<file path="src/rtl/seq_pkg.sv">
package seq_pkg;

    typedef enum logic [3:0] {
        ACT_HOLD,
        ACT_ADV,
        ACT_SKIP,
        ACT_PCLW,
        ACT_RETLW,
        ACT_RET,
        ACT_JUMP,
        ACT_CALL,
        ACT_IRQ
    } seq_act_e;

    // fixed priority: interrupt first, plain advance last
    function automatic seq_act_e seq_pick(
        input logic irq, input logic call, input logic jump,
        input logic ret, input logic retlw, input logic pclw,
        input logic skip, input logic adv);
        if (irq)        return ACT_IRQ;
        else if (call)  return ACT_CALL;
        else if (jump)  return ACT_JUMP;
        else if (ret)   return ACT_RET;
        else if (retlw) return ACT_RETLW;
        else if (pclw)  return ACT_PCLW;
        else if (skip)  return ACT_SKIP;
        else if (adv)   return ACT_ADV;
        else            return ACT_HOLD;
    endfunction

endpackage

</file>
<file path="src/rtl/seq_ret_stack.sv">
module seq_ret_stack #(
    parameter int W     = 13,
    parameter int DEPTH = 8
) (
    input  logic         clk,
    input  logic         rst_n,
    input  logic         push_i,
    input  logic         pop_i,
    input  logic [W-1:0] wr_data_i,
    output logic [W-1:0] rd_data_o
);
    localparam int PTR_W = $clog2(DEPTH);

    logic [PTR_W-1:0] ptr_d, ptr_q;
    logic [PTR_W-1:0] top_idx;
    logic [DEPTH-1:0] slot_we;
    logic [W-1:0]     slot_q [DEPTH];

    // per-slot write enables; pointer wraps, so the oldest slot is reused
    for (genvar e = 0; e < DEPTH; e++) begin : g_we
        assign slot_we[e] = push_i && (ptr_q == PTR_W'(e));
    end

    assign top_idx   = ptr_q - PTR_W'(1);
    assign rd_data_o = slot_q[top_idx];

    always_comb begin
        ptr_d = ptr_q;
        if (push_i)     ptr_d = ptr_q + PTR_W'(1);
        else if (pop_i) ptr_d = top_idx;
    end

    always_ff @(posedge clk) begin
        if (!rst_n) begin
            ptr_q <= '0;
            for (int i = 0; i < DEPTH; i++) slot_q[i] <= '0;
        end else begin
            ptr_q <= ptr_d;
            for (int i = 0; i < DEPTH; i++)
                if (slot_we[i]) slot_q[i] <= wr_data_i;
        end
    end

endmodule

</file>
<file path="src/rtl/seq_next_pc.sv">
module seq_next_pc
    import seq_pkg::*;
#(
    parameter int ADDR_W  = 13,
    parameter int TGT_W   = 11,
    parameter int LATCH_W = 5,
    parameter int BYTE_W  = 8,
    parameter int IMPL_W  = 13,
    parameter int VECTOR  = 4
) (
    input  seq_act_e            act_i,
    input  logic [ADDR_W-1:0]   pc_i,
    input  logic [LATCH_W-1:0]  latch_i,
    input  logic [TGT_W-1:0]    target_i,
    input  logic [BYTE_W-1:0]   data_i,
    input  logic [ADDR_W-1:0]   pop_data_i,
    output logic [ADDR_W-1:0]   pc_o,
    output logic                push_o,
    output logic                pop_o,
    output logic [ADDR_W-1:0]   push_data_o
);
    localparam int PAGE_W = ADDR_W - TGT_W;
    localparam logic [ADDR_W-1:0] MASK = {ADDR_W{1'b1}} >> (ADDR_W - IMPL_W);

    logic [ADDR_W-1:0] inc1, inc2, far_tgt, computed, raw;

    assign inc1     = pc_i + ADDR_W'(1);
    assign inc2     = pc_i + ADDR_W'(2);
    assign far_tgt  = {latch_i[LATCH_W-1 -: PAGE_W], target_i};
    assign computed = {latch_i, data_i};

    always_comb begin
        raw    = pc_i;
        push_o = 1'b0;
        pop_o  = 1'b0;
        unique case (act_i)
            ACT_IRQ:   begin raw = ADDR_W'(VECTOR); push_o = 1'b1; end
            ACT_CALL:  begin raw = far_tgt;         push_o = 1'b1; end
            ACT_JUMP:        raw = far_tgt;
            ACT_RET,
            ACT_RETLW: begin raw = pop_data_i;      pop_o  = 1'b1; end
            ACT_PCLW:        raw = computed;
            ACT_SKIP:        raw = inc2;
            ACT_ADV:         raw = inc1;
            default:         raw = pc_i;
        endcase
    end

    assign pc_o        = raw & MASK;
    assign push_data_o = inc1 & MASK;

endmodule

</file>
<file path="src/rtl/seq_pc_unit.sv">
module seq_pc_unit
    import seq_pkg::*;
#(
    parameter int TGT_W   = 11,
    parameter int LATCH_W = 5,
    parameter int BYTE_W  = 8,
    parameter int IMPL_W  = 13,
    parameter int DEPTH   = 8,
    parameter int VECTOR  = 4
) (
    input  logic                          clk,
    input  logic                          rst_n,
    input  logic                          adv_i,
    input  logic                          skip_i,
    input  logic                          pcl_wr_i,
    input  logic                          jump_i,
    input  logic                          call_i,
    input  logic                          ret_i,
    input  logic                          retlw_i,
    input  logic                          irq_i,
    input  logic                          latch_wr_i,
    input  logic [TGT_W-1:0]              target_i,
    input  logic [BYTE_W-1:0]             data_i,
    output logic [LATCH_W+BYTE_W-1:0]     fetch_addr_o,
    output logic [BYTE_W-1:0]             pcl_o,
    output logic [BYTE_W-1:0]             lit_o,
    output logic                          lit_vld_o
);
    localparam int ADDR_W = LATCH_W + BYTE_W;

    typedef struct packed {
        logic [ADDR_W-1:0]  pc;
        logic [LATCH_W-1:0] latch;
    } seq_state_t;

    seq_state_t        st_d, st_q;
    seq_act_e          act;
    logic [ADDR_W-1:0] pc_nxt, push_data, pop_data;
    logic              push, pop;

    assign act = seq_pick(irq_i, call_i, jump_i, ret_i, retlw_i,
                          pcl_wr_i, skip_i, adv_i);

    seq_next_pc #(
        .ADDR_W(ADDR_W), .TGT_W(TGT_W), .LATCH_W(LATCH_W),
        .BYTE_W(BYTE_W), .IMPL_W(IMPL_W), .VECTOR(VECTOR)
    ) u_next (
        .act_i       (act),
        .pc_i        (st_q.pc),
        .latch_i     (st_q.latch),
        .target_i    (target_i),
        .data_i      (data_i),
        .pop_data_i  (pop_data),
        .pc_o        (pc_nxt),
        .push_o      (push),
        .pop_o       (pop),
        .push_data_o (push_data)
    );

    seq_ret_stack #(.W(ADDR_W), .DEPTH(DEPTH)) u_stack (
        .clk       (clk),
        .rst_n     (rst_n),
        .push_i    (push),
        .pop_i     (pop),
        .wr_data_i (push_data),
        .rd_data_o (pop_data)
    );

    always_comb begin
        st_d    = st_q;
        st_d.pc = pc_nxt;
        if (latch_wr_i) st_d.latch = data_i[LATCH_W-1:0];
    end

    always_ff @(posedge clk) begin
        if (!rst_n) st_q <= '0;
        else        st_q <= st_d;
    end

    assign fetch_addr_o = st_q.pc;
    assign pcl_o        = st_q.pc[BYTE_W-1:0];
    assign lit_o        = target_i[BYTE_W-1:0];
    assign lit_vld_o    = retlw_i;

endmodule

</file>
<file path="config.mk">
export PLATFORM = sky130hd
export DESIGN_NAME = seq_pc_unit
export DESIGN_NICKNAME = d
export VERILOG_FILES = /design/src/rtl/seq_pkg.sv /design/src/rtl/seq_ret_stack.sv /design/src/rtl/seq_next_pc.sv /design/src/rtl/seq_pc_unit.sv
export SDC_FILE = /design/constraint.sdc
export NUM_CORES = 1
export LEC_CHECK = 0
export CAP_MARGIN = 20
export CORE_ASPECT_RATIO = 1.1
export CORE_MARGIN = 2
export CORE_UTILIZATION = 53
export CTS_CLUSTER_DIAMETER = 80
export DETAILED_ROUTE_END_ITERATION = 10
export PLACE_DENSITY = 0.76
export SETUP_SLACK_MARGIN = 0.02
export SLEW_MARGIN = 15
export SYNTH_ARGS = -nofsm -noshare
export SYNTH_HDL_FRONTEND = slang
export SYNTH_SLANG_ARGS = --single-unit
</file>
<file path="constraint.sdc">
create_clock -name clk -period 4.37 [get_ports clk]
set_input_delay 0.874 -clock clk [delete_from_list [all_inputs] [get_ports clk]]
set_output_delay 0.874 -clock clk [all_outputs]
set_load 0.05 [all_outputs]
</file>
# Word level (Yosys, flattened, before mapping)
# Memories as Yosys holds them, arrays and structs flattened.
# Cells that the tools add are included.
# classes
addsub	4
n_eq_ne	15
n_mux	46
bitwise_logic	8
reduce_logical	14
# ops
operator	n
13-bit 2-to-1 mux	8
13-bit one-hot mux with 6 select lines	1
1-bit 2-to-1 mux	28
3-bit 2-to-1 mux	6
4-bit by 3-bit equality test with 1-bit output, second input constant	4
13-bit by 1-bit adder with 13-bit output, second input constant	1
13-bit by 2-bit adder with 13-bit output, second input constant	1
3-bit equality test, second input constant	4
4-bit by 2-bit equality test with 1-bit output, second input constant	2
1-bit logical AND	8
1-bit bitwise OR	8
3-bit by 2-bit equality test with 1-bit output, second input constant	2
6-bit nonzero test	1
2-bit OR reduction	3
4-bit by 1-bit equality test with 1-bit output, second input constant	1
4-bit equality test, second input constant	1
2-bit 2-to-1 mux	2
4-bit 2-to-1 mux	1
3-bit by 1-bit adder with 3-bit output, second input constant	1
3-bit by 1-bit equality test with 1-bit output, second input constant	1
3-bit zero test	1
3-bit by 1-bit subtractor with 3-bit output, second input constant	1
2-bit nonzero test	1
# word_totals
reg_bits	21
mem_bits_rw	104
input_bits	30
out_inout_bits	30
wordCells	91
memories	1
# mem_list
name	depth	word_bits	read_ports	rd_ports_with_merged_regs	write_ports	line	source
u_stack.slot_q	8	13	1	0	8	seq_ret_stack.sv:17	logic [W-1:0] slot_q [DEPTH];

# Depth between registers and ports, before layout
# Gate-level depths: netlist (run 1).
# depth
depth_word	16
depth_mapped	11
ltp_nobuf	7

# Hierarchy
# From an unflattened synthesis (run 1), not the netlist that was laid out.
# hier_totals
hier_cells	637
hier_area_um2	6741.5
# by_module_without_submodules
module	instances	cells_per_inst	area_each_um2	seq_area_each_um2
seq_ret_stack	1	392	4842.1	3183.1
seq_next_pc	1	161	1064.8	0.0
seq_pc_unit	1	84	834.6	360.3

# Least setup slack after synthesis (run 1)
# OpenSTA, ideal clock, no wires.
# synth_path
kind	register to register
from	register u_stack.ptr_q[0]
to	register st_q (netlist bit fetch_addr_o[12])
setup_time_ns	0.132
arrival_time_ns	2.679
t_required_ns	4.238
slack_ns	1.559
stages_incl_launch_ff	11
n_path_buf	4
period_less_slack_ns	2.811
cell_sequence	dfxtp_1 -> buf_6 -> buf_2 -> inv_1 -> ha_1 -> buf_2 -> clkbuf_1 -> mux4_2 -> mux2_2 -> a221oi_1 -> a31oi_1
# synth_via
elab_chain_len	3
# synth_rtl
item	line	source
from (decl)	seq_ret_stack.sv:14	logic [PTR_W-1:0] ptr_d, ptr_q;
from (signal assigned)	seq_ret_stack.sv:38	ptr_q <= ptr_d;
3-bit by 1-bit subtractor with 3-bit output	seq_ret_stack.sv:24	assign top_idx = ptr_q - PTR_W'(1);
memory 8 x 13 bit	n/a	
13-bit one-hot mux with 6 select lines	seq_next_pc.sv:36	unique case (act_i)
to (signal assigned)	seq_pc_unit.sv:77	else st_q <= st_d;
to (decl)	seq_pc_unit.sv:36	seq_state_t st_d, st_q;
# Every way passes these cells.
# A chain may end at the register's enable or synchronous reset.

# Final worst setup path (run 1)
# layout_path
from	input port retlw_i
to	output port lit_vld_o
# layout_rtl
item	line	source
from (decl)	seq_pc_unit.sv:19	input logic retlw_i,
to (decl)	seq_pc_unit.sv:27	output logic lit_vld_o
# No word-level cell between the ends.

==> flow_metrics.py, run 1 <==
metrics = {
    "job": {
        "drv_cap": 0,
    },
    "logic_synthesis": {
        "synth.most_common_cell": "edfxtp_1",
        "ys_warn_count": 0,
        "ys_async_sr_fraction_pct": 0,
        "syn-cell-area_sq_um": 6420,
        "synthCells": 546,
        "ys_ff_latch": 125,
        "yosysUniqueCellTypes": 57,
        "synthFlopType": "edfxtp_1",
        "syn-num-nets": 585,
        "yosys-top-cells-count": "104 x edfxtp_1, 103 x nor2_1, 44 x nand2_1, 31 x buf_4, 26 x mux4_2",
        "synthTopCellsByArea": "edfxtp_1 49%, mux4_2 9.1%, dfxtp_1 6.5%, nor2_1 6.0%, buf_4 3.6%",
        "synth-edff-count": 104,
        "ys_seq_area_share_pct": 55.2,
        "synth_area_per_cell_sq_um": 11.8,
        "synth_top_cell_by_area": "edfxtp_1",
        "netlist.area_leader.share_pct": 48.6,
    },
    "clock_tree": {
        "htreeDepth": 4,
        "clk_latency_ns": 0.42,
        "cts.clk_slew.worst_paths_ns": 0.06,
        "ctsLongestPathBuffers": 2,
        "cts_setup_buffers": 0,
        "cts.sinks": 125,
        "cts_made_buffers": 17,
        "post_cts_resized": 0,
        "holdBufCountCts": 0,
        "root_buffer": "clkbuf_16",
        "cts_tree": "built",
    },
    "floorplanning": {
        "start_util_pct": 53.8,
        "core_area_sq_um": 11900,
        "num_io_pins": 60,
        "rows": 42,
        "die_h_um": 119,
        "die_w_um": 109,
        "die_area_sq_um": 13000,
    },
    "placed_design": {
        "routabilityCongestion": 0.970,
        "io_buffer_count": 59,
        "hpwl_mm": 10.8,
        "place_area_sq_um": 6940,
    },
    "critical_path": {
        "crit_slowest_cell": "clkdlybuf4s50_1",
        "crit_buf_inv": 2,
        "cp.required_ns": 3.50,
        "crit_path_start_kind": "input port",
        "critPathKind": "in -> out",
        "end_kind": "output port",
        "crit_fanout": 8,
        "crit_chain": "clkdlybuf4s50_1 -> clkdlybuf4s50_1",
        "crit_arrival_ns": 2.49,
        "crit_top_cell": "clkdlybuf4s50_1",
        "crit_family": "buffers and inverters",
        "max_stage_delay_ns": 0.89,
    },
    "drt": {
        "final_antenna_net_count": 0,
        "drt_drc_violations_left": 0,
        "via_per_inst": 6.15,
        "dr_total_vias": 4580,
        "post_drt_wl_per_cell_um": 21.9,
        "dr.pass1.iters": 5,
        "wirelength_mm": 16.3,
        "drt_iter0_markers": 622,
    },
    "global_route": {
        "grt_usage_pct": 26.6,
        "grt_max_degree": 29,
        "grt_pass1_vias": 4576,
        "grt_remaining_overflow": 0,
        "grt_pass1_wl_mm": 25.0,
        "grt_antenna_before_repair": 0,
    },
    "pwr": {
        "p_clk_share_pct": 41.1,
        "power_frac_seq_pct": 42.2,
        "swShare_pct": 27.3,
        "leakage_nw": 2.75,
        "share_comb_of_total_power_pct": 16.7,
        "p_sw_mw": 0.923,
        "powerDensity_nw_per_um2": 449,
        "cellInternalPower_mw": 2.46,
        "irDropWorstVdd_mv": 0.286,
    },
    "timing": {
        "min_period_over_period_pct": 76.9,
        "fin_setup_tns_ns": 0,
        "fmax_ghz": 0.298,
        "setup_viol": 0,
        "period_needed_ns": 3.36,
        "max_slew.worst_pin.slew_ns": 1.12,
        "hold_viol": 0,
        "maxSlewHeadroom_pct": 24.6,
        "slew_violations": 0,
        "clock_skew_ns": 0.0110,
        "rsz0062_at_grt": "no",
    },
    "cells_and_area": {
        "design_area_sq_um": 7530,
        "layout-drive-gt1-share_pct": 15.9,
        "syn2layout_area_growth_pct": 17.3,
        "nets": 617,
        "n_antenna_cell": 0,
    },
    "outcome": {
        "outcome": "completed",
    },
    "min_path": {
        "min_path_type": "reg -> reg",
    },
}
-- cell type report --
type / count / area [sq um]
Clock inverter: 15 / 164
Inverter: 22 / 82.6
Clock buffer: 17 / 425
Tap cell: 154 / 193
Fill cell: 897 / 4400
Multi-Input combinational cell: 336 / 2400
Timing Repair Buffer: 76 / 718
Sequential cell: 125 / 3540
-- layout by cell type (no fill, tap or decap), drive strengths merged, types with 15 or more instances in the layout --
cell type,instances
buf,17
clkbuf,17
clkdlybuf4s50,59
dfxtp,21
edfxtp,104
inv,26
mux4,26
nand2,44
nor2,103
o21ai,15
-- metal layers --
layer / GRT usage, % / wire (um) / up-vias
met2: 43.8 / 8280 / 258
met1: 32.6 / 6120 / 2244
met4: 13.8 / 648 / 0
met3: 5.58 / 1230 / 47
met5: 0 / 0 / -
li1: - / - / 2031
-- sequential cells by signal, indices dropped and copies added, names as in the netlist --
| signal | count |
|---|---|
| u_stack.ptr_q | 3 |
| u_stack.slot_q | 104 |
| st_q | 5 |
| fetch_addr_o | 13 |
-- metrics by stage --
stage                     hold WS (ns)  cells  util [%]  power (mW)  setup WS, ns
final                            0.511    745      63.1        3.39          1.01
after global routing             0.524    745      63.1        3.49         0.969
after CTS                        0.513    745      63.1        3.40          1.01
after detailed placement         0.492    713      58.2        2.00          1.02
after global placement           0.479    713      58.2        1.99          1.07
after floorplan                  0.460    546         -        1.83          1.56
-- power groups by stage --
stage,clock (mW),combinational (mW),sequential (mW)
floorplan,0,0.408,1.43
global placement,0,0.543,1.44
detailed placement,0,0.551,1.45
CTS,1.41,0.561,1.43
global route,1.46,0.597,1.44
finish,1.39,0.564,1.43
-- cells by family (layout without fill, tap and decap cells) --
kind of cell / Yosys count / in the layout / synth area share [%]
and+or+nand+nor: 203 / 203 / 14.6
DFF: 125 / 125 / 55.2
muxes: 44 / 44 / 12.1
AOI/OAI and AO/OA: 64 / 64 / 6.80
xor gates and xnor gates: 16 / 16 / 2.18
buffers and inverters: 85 / 130 / 7.38
adders and majority gates: 9 / 9 / 1.75
-- worst paths after layout --
| kind | startpoint | endpoint | slack [ns] | cells past startpoint |
|---|---|---|---|---|
| setup / recovery | retlw_i | lit_vld_o | 1.01 | 2 |
| hold / removal | st_q[2] | st_q[2] | 0.51 | 2 |
| setup reg to reg | u_stack.ptr_q[1] | fetch_addr_o[11] | 1.51 | 7 |
| hold reg to reg | st_q[2] | st_q[2] | 0.51 | 2 |
Power figures use the tool's default switching activity.
==> run 2, diff against run 1 <==
==> constraint.sdc (replaced) <==
create_clock -name clk -period 3.1 [get_ports clk]
set_input_delay 0.62 -clock clk [delete_from_list [all_inputs] [get_ports clk]]
set_output_delay 0.62 -clock clk [all_outputs]
set_load 0.05 [all_outputs]
==> run 2 against run 1 <==
Compared with the run above: power is 45% higher; register-to-register slack worse by 0.89 ns; sequential share of layout area is 0.59 points lower; die area stayed put; global-route usage is 1.1 points lower; combinational power is 42% higher; via count is 1.6% lower.
==> flow_metrics.py, run 2 (synthesized netlist as in run 1, its figures left out) <==
metrics = {
    "critical_path": {
        "r2r_start": "u_stack.ptr_q[1]",
        "cp.required_ns": 2.48,
        "max_stage_delay_ns": 0.82,
        "crit_path_start_kind": "input port",
        "crit_buf_inv": 2,
        "rrSetupSlack_ns": 0.62,
        "crit_slowest_cell": "clkdlybuf4s50_1",
        "worstReg2RegEnd": "fetch_addr_o[12]",
        "crit_chain": "clkdlybuf4s50_1 -> clkdlybuf4s50_1",
        "crit_end": "lit_o[7]",
        "crit_cells": 2,
        "crit_arrival_ns": 1.95,
        "cp-startpoint": "target_i[7]",
        "crit_top_cell": "clkdlybuf4s50_1",
        "crit_family": "buffers and inverters",
        "critPathKind": "in -> out",
        "end_kind": "output port",
        "rr_worst_depth": 7,
        "crit_fanout": 2,
    },
    "cells_and_area": {
        "syn2layout_area_growth_pct": 18.8,
        "multi_input_area_sq_um": 2400,
        "regArea_sq_um": 3540,
        "n_antenna_cell": 0,
        "regMostFlops": "u_stack.slot_q",
        "largest_reg_flops": 104,
        "n_fill_cell": 891,
        "nets": 624,
        "final_util_pct": 63.9,
        "layout-drive-gt1-share_pct": 17.1,
        "design_area_sq_um": 7630,
        "final_common_cell": "edfxtp_1",
        "layout_common_cells": "104 x edfxtp_1, 103 x nor2_1, 58 x clkdlybuf4s50_1",
        "final_cells": 752,
    },
    "timing": {
        "fin_setup_tns_ns": 0,
        "fmax_ghz": 0.389,
        "finalWorstSetupSlack_ns": 0.529,
        "worst_hold_slack_ns": 0.509,
        "maxSlewHeadroom_pct": 31.5,
        "max_slew.worst_pin.slew_ns": 1.02,
        "hold_viol": 0,
        "clock_skew_ns": 0.00713,
        "setup_viol": 0,
        "min_period_over_period_pct": 82.9,
        "slew_violations": 0,
        "rsz0062_at_grt": "no",
        "period_needed_ns": 2.57,
    },
    "global_route": {
        "grt_remaining_overflow": 0,
        "grt_pass1_vias": 4417,
        "grt_pass1_wl_mm": 24.2,
        "grt_antenna_before_repair": 0,
        "grt_max_degree": 19,
        "grt_usage_pct": 25.5,
    },
    "clock_tree": {
        "cts.clk_slew.worst_paths_ns": 0.05,
        "htreeDepth": 4,
        "root_buffer": "clkbuf_16",
        "holdBufCountCts": 0,
        "cts.sinks": 125,
        "clk_latency_ns": 0.42,
        "post_cts_resized": 0,
        "cts_setup_buffers": 0,
        "cts_tree": "built",
        "ctsLongestPathBuffers": 2,
        "cts_made_buffers": 17,
    },
    "drt": {
        "post_drt_wl_per_cell_um": 21.0,
        "dr.pass1.iters": 5,
        "final_antenna_net_count": 0,
        "wirelength_mm": 15.8,
        "via_per_inst": 5.99,
        "drt_iter0_markers": 443,
        "drt_drc_violations_left": 0,
        "dr_total_vias": 4507,
    },
    "placed_design": {
        "routabilityCongestion": 0.948,
        "io_buffer_count": 59,
        "hpwl_mm": 11.1,
        "dp_slack_ns": 0.272,
        "place_area_sq_um": 6990,
        "place_inst": 720,
    },
    "floorplanning": {
        "rows": 42,
        "core_area_sq_um": 11900,
        "die_w_um": 109,
        "die_area_sq_um": 13000,
        "start_util_pct": 53.8,
        "num_io_pins": 60,
        "die_h_um": 119,
    },
    "pwr": {
        "irDropWorstVdd_mv": 0.389,
        "leakage_nw": 2.81,
        "p_total_mw": 4.92,
        "powerDensity_nw_per_um2": 646,
    },
    "job": {
        "drv_cap": 0,
    },
    "outcome": {
        "outcome": "completed",
    },
    "min_path": {
        "min_path_type": "reg -> reg",
    },
}
-- run 2: changes by cell type in the layout (fill, tap and decap cells not counted), sizes merged --
cell           delta
bufinv            +2
clkinv            -1
inv               +1
buf               +8
clkdlybuf4s50     -1
clkinvlp          -2
-- run 2: area by class of cell --
| type | instances | share of cell area [%] |
|---|---|---|
| clock buffers | 17 | 5.58 |
| clock inverters | 15 | 2.74 |
| inverters | 22 | 1.08 |
| multi-input cells | 336 | 31.5 |
| flip-flops and latches | 125 | 46.5 |
| well taps | 154 | 2.53 |
| repair buffers | 83 | 10.1 |
-- run 2: worst min path at each step --
| stage | from | to | slack (ns) | depth (start not counted) |
|---|---|---|---|---|
| global route | st_q[4] | st_q[4] | 0.55 | 2 |
| detailed placement | st_q[4] | st_q[4] | 0.49 | 2 |
| CTS | st_q[2] | st_q[2] | 0.51 | 2 |
| finish | st_q[3] | st_q[3] | 0.51 | 2 |
| global placement | st_q[4] | st_q[4] | 0.49 | 2 |
| floorplan | st_q[1] | st_q[1] | 0.46 | 2 |
-- run 2: power breakdown --
group	total, mW	internal [mW]	switching, mW
combinational	0.800	0.339	0.461
clock	2.12	1.36	0.759
sequential	2.01	1.95	0.0603
-- run 2: per-layer routing --
metal  global-route usage [%]  wire length (um)  up-vias
li1                         -                 -     2037
met1                     32.6              6150     2197
met2                     41.3              7930      237
met3                     6.19              1270       36
met4                     10.3               456        0
met5                        0                 0        -
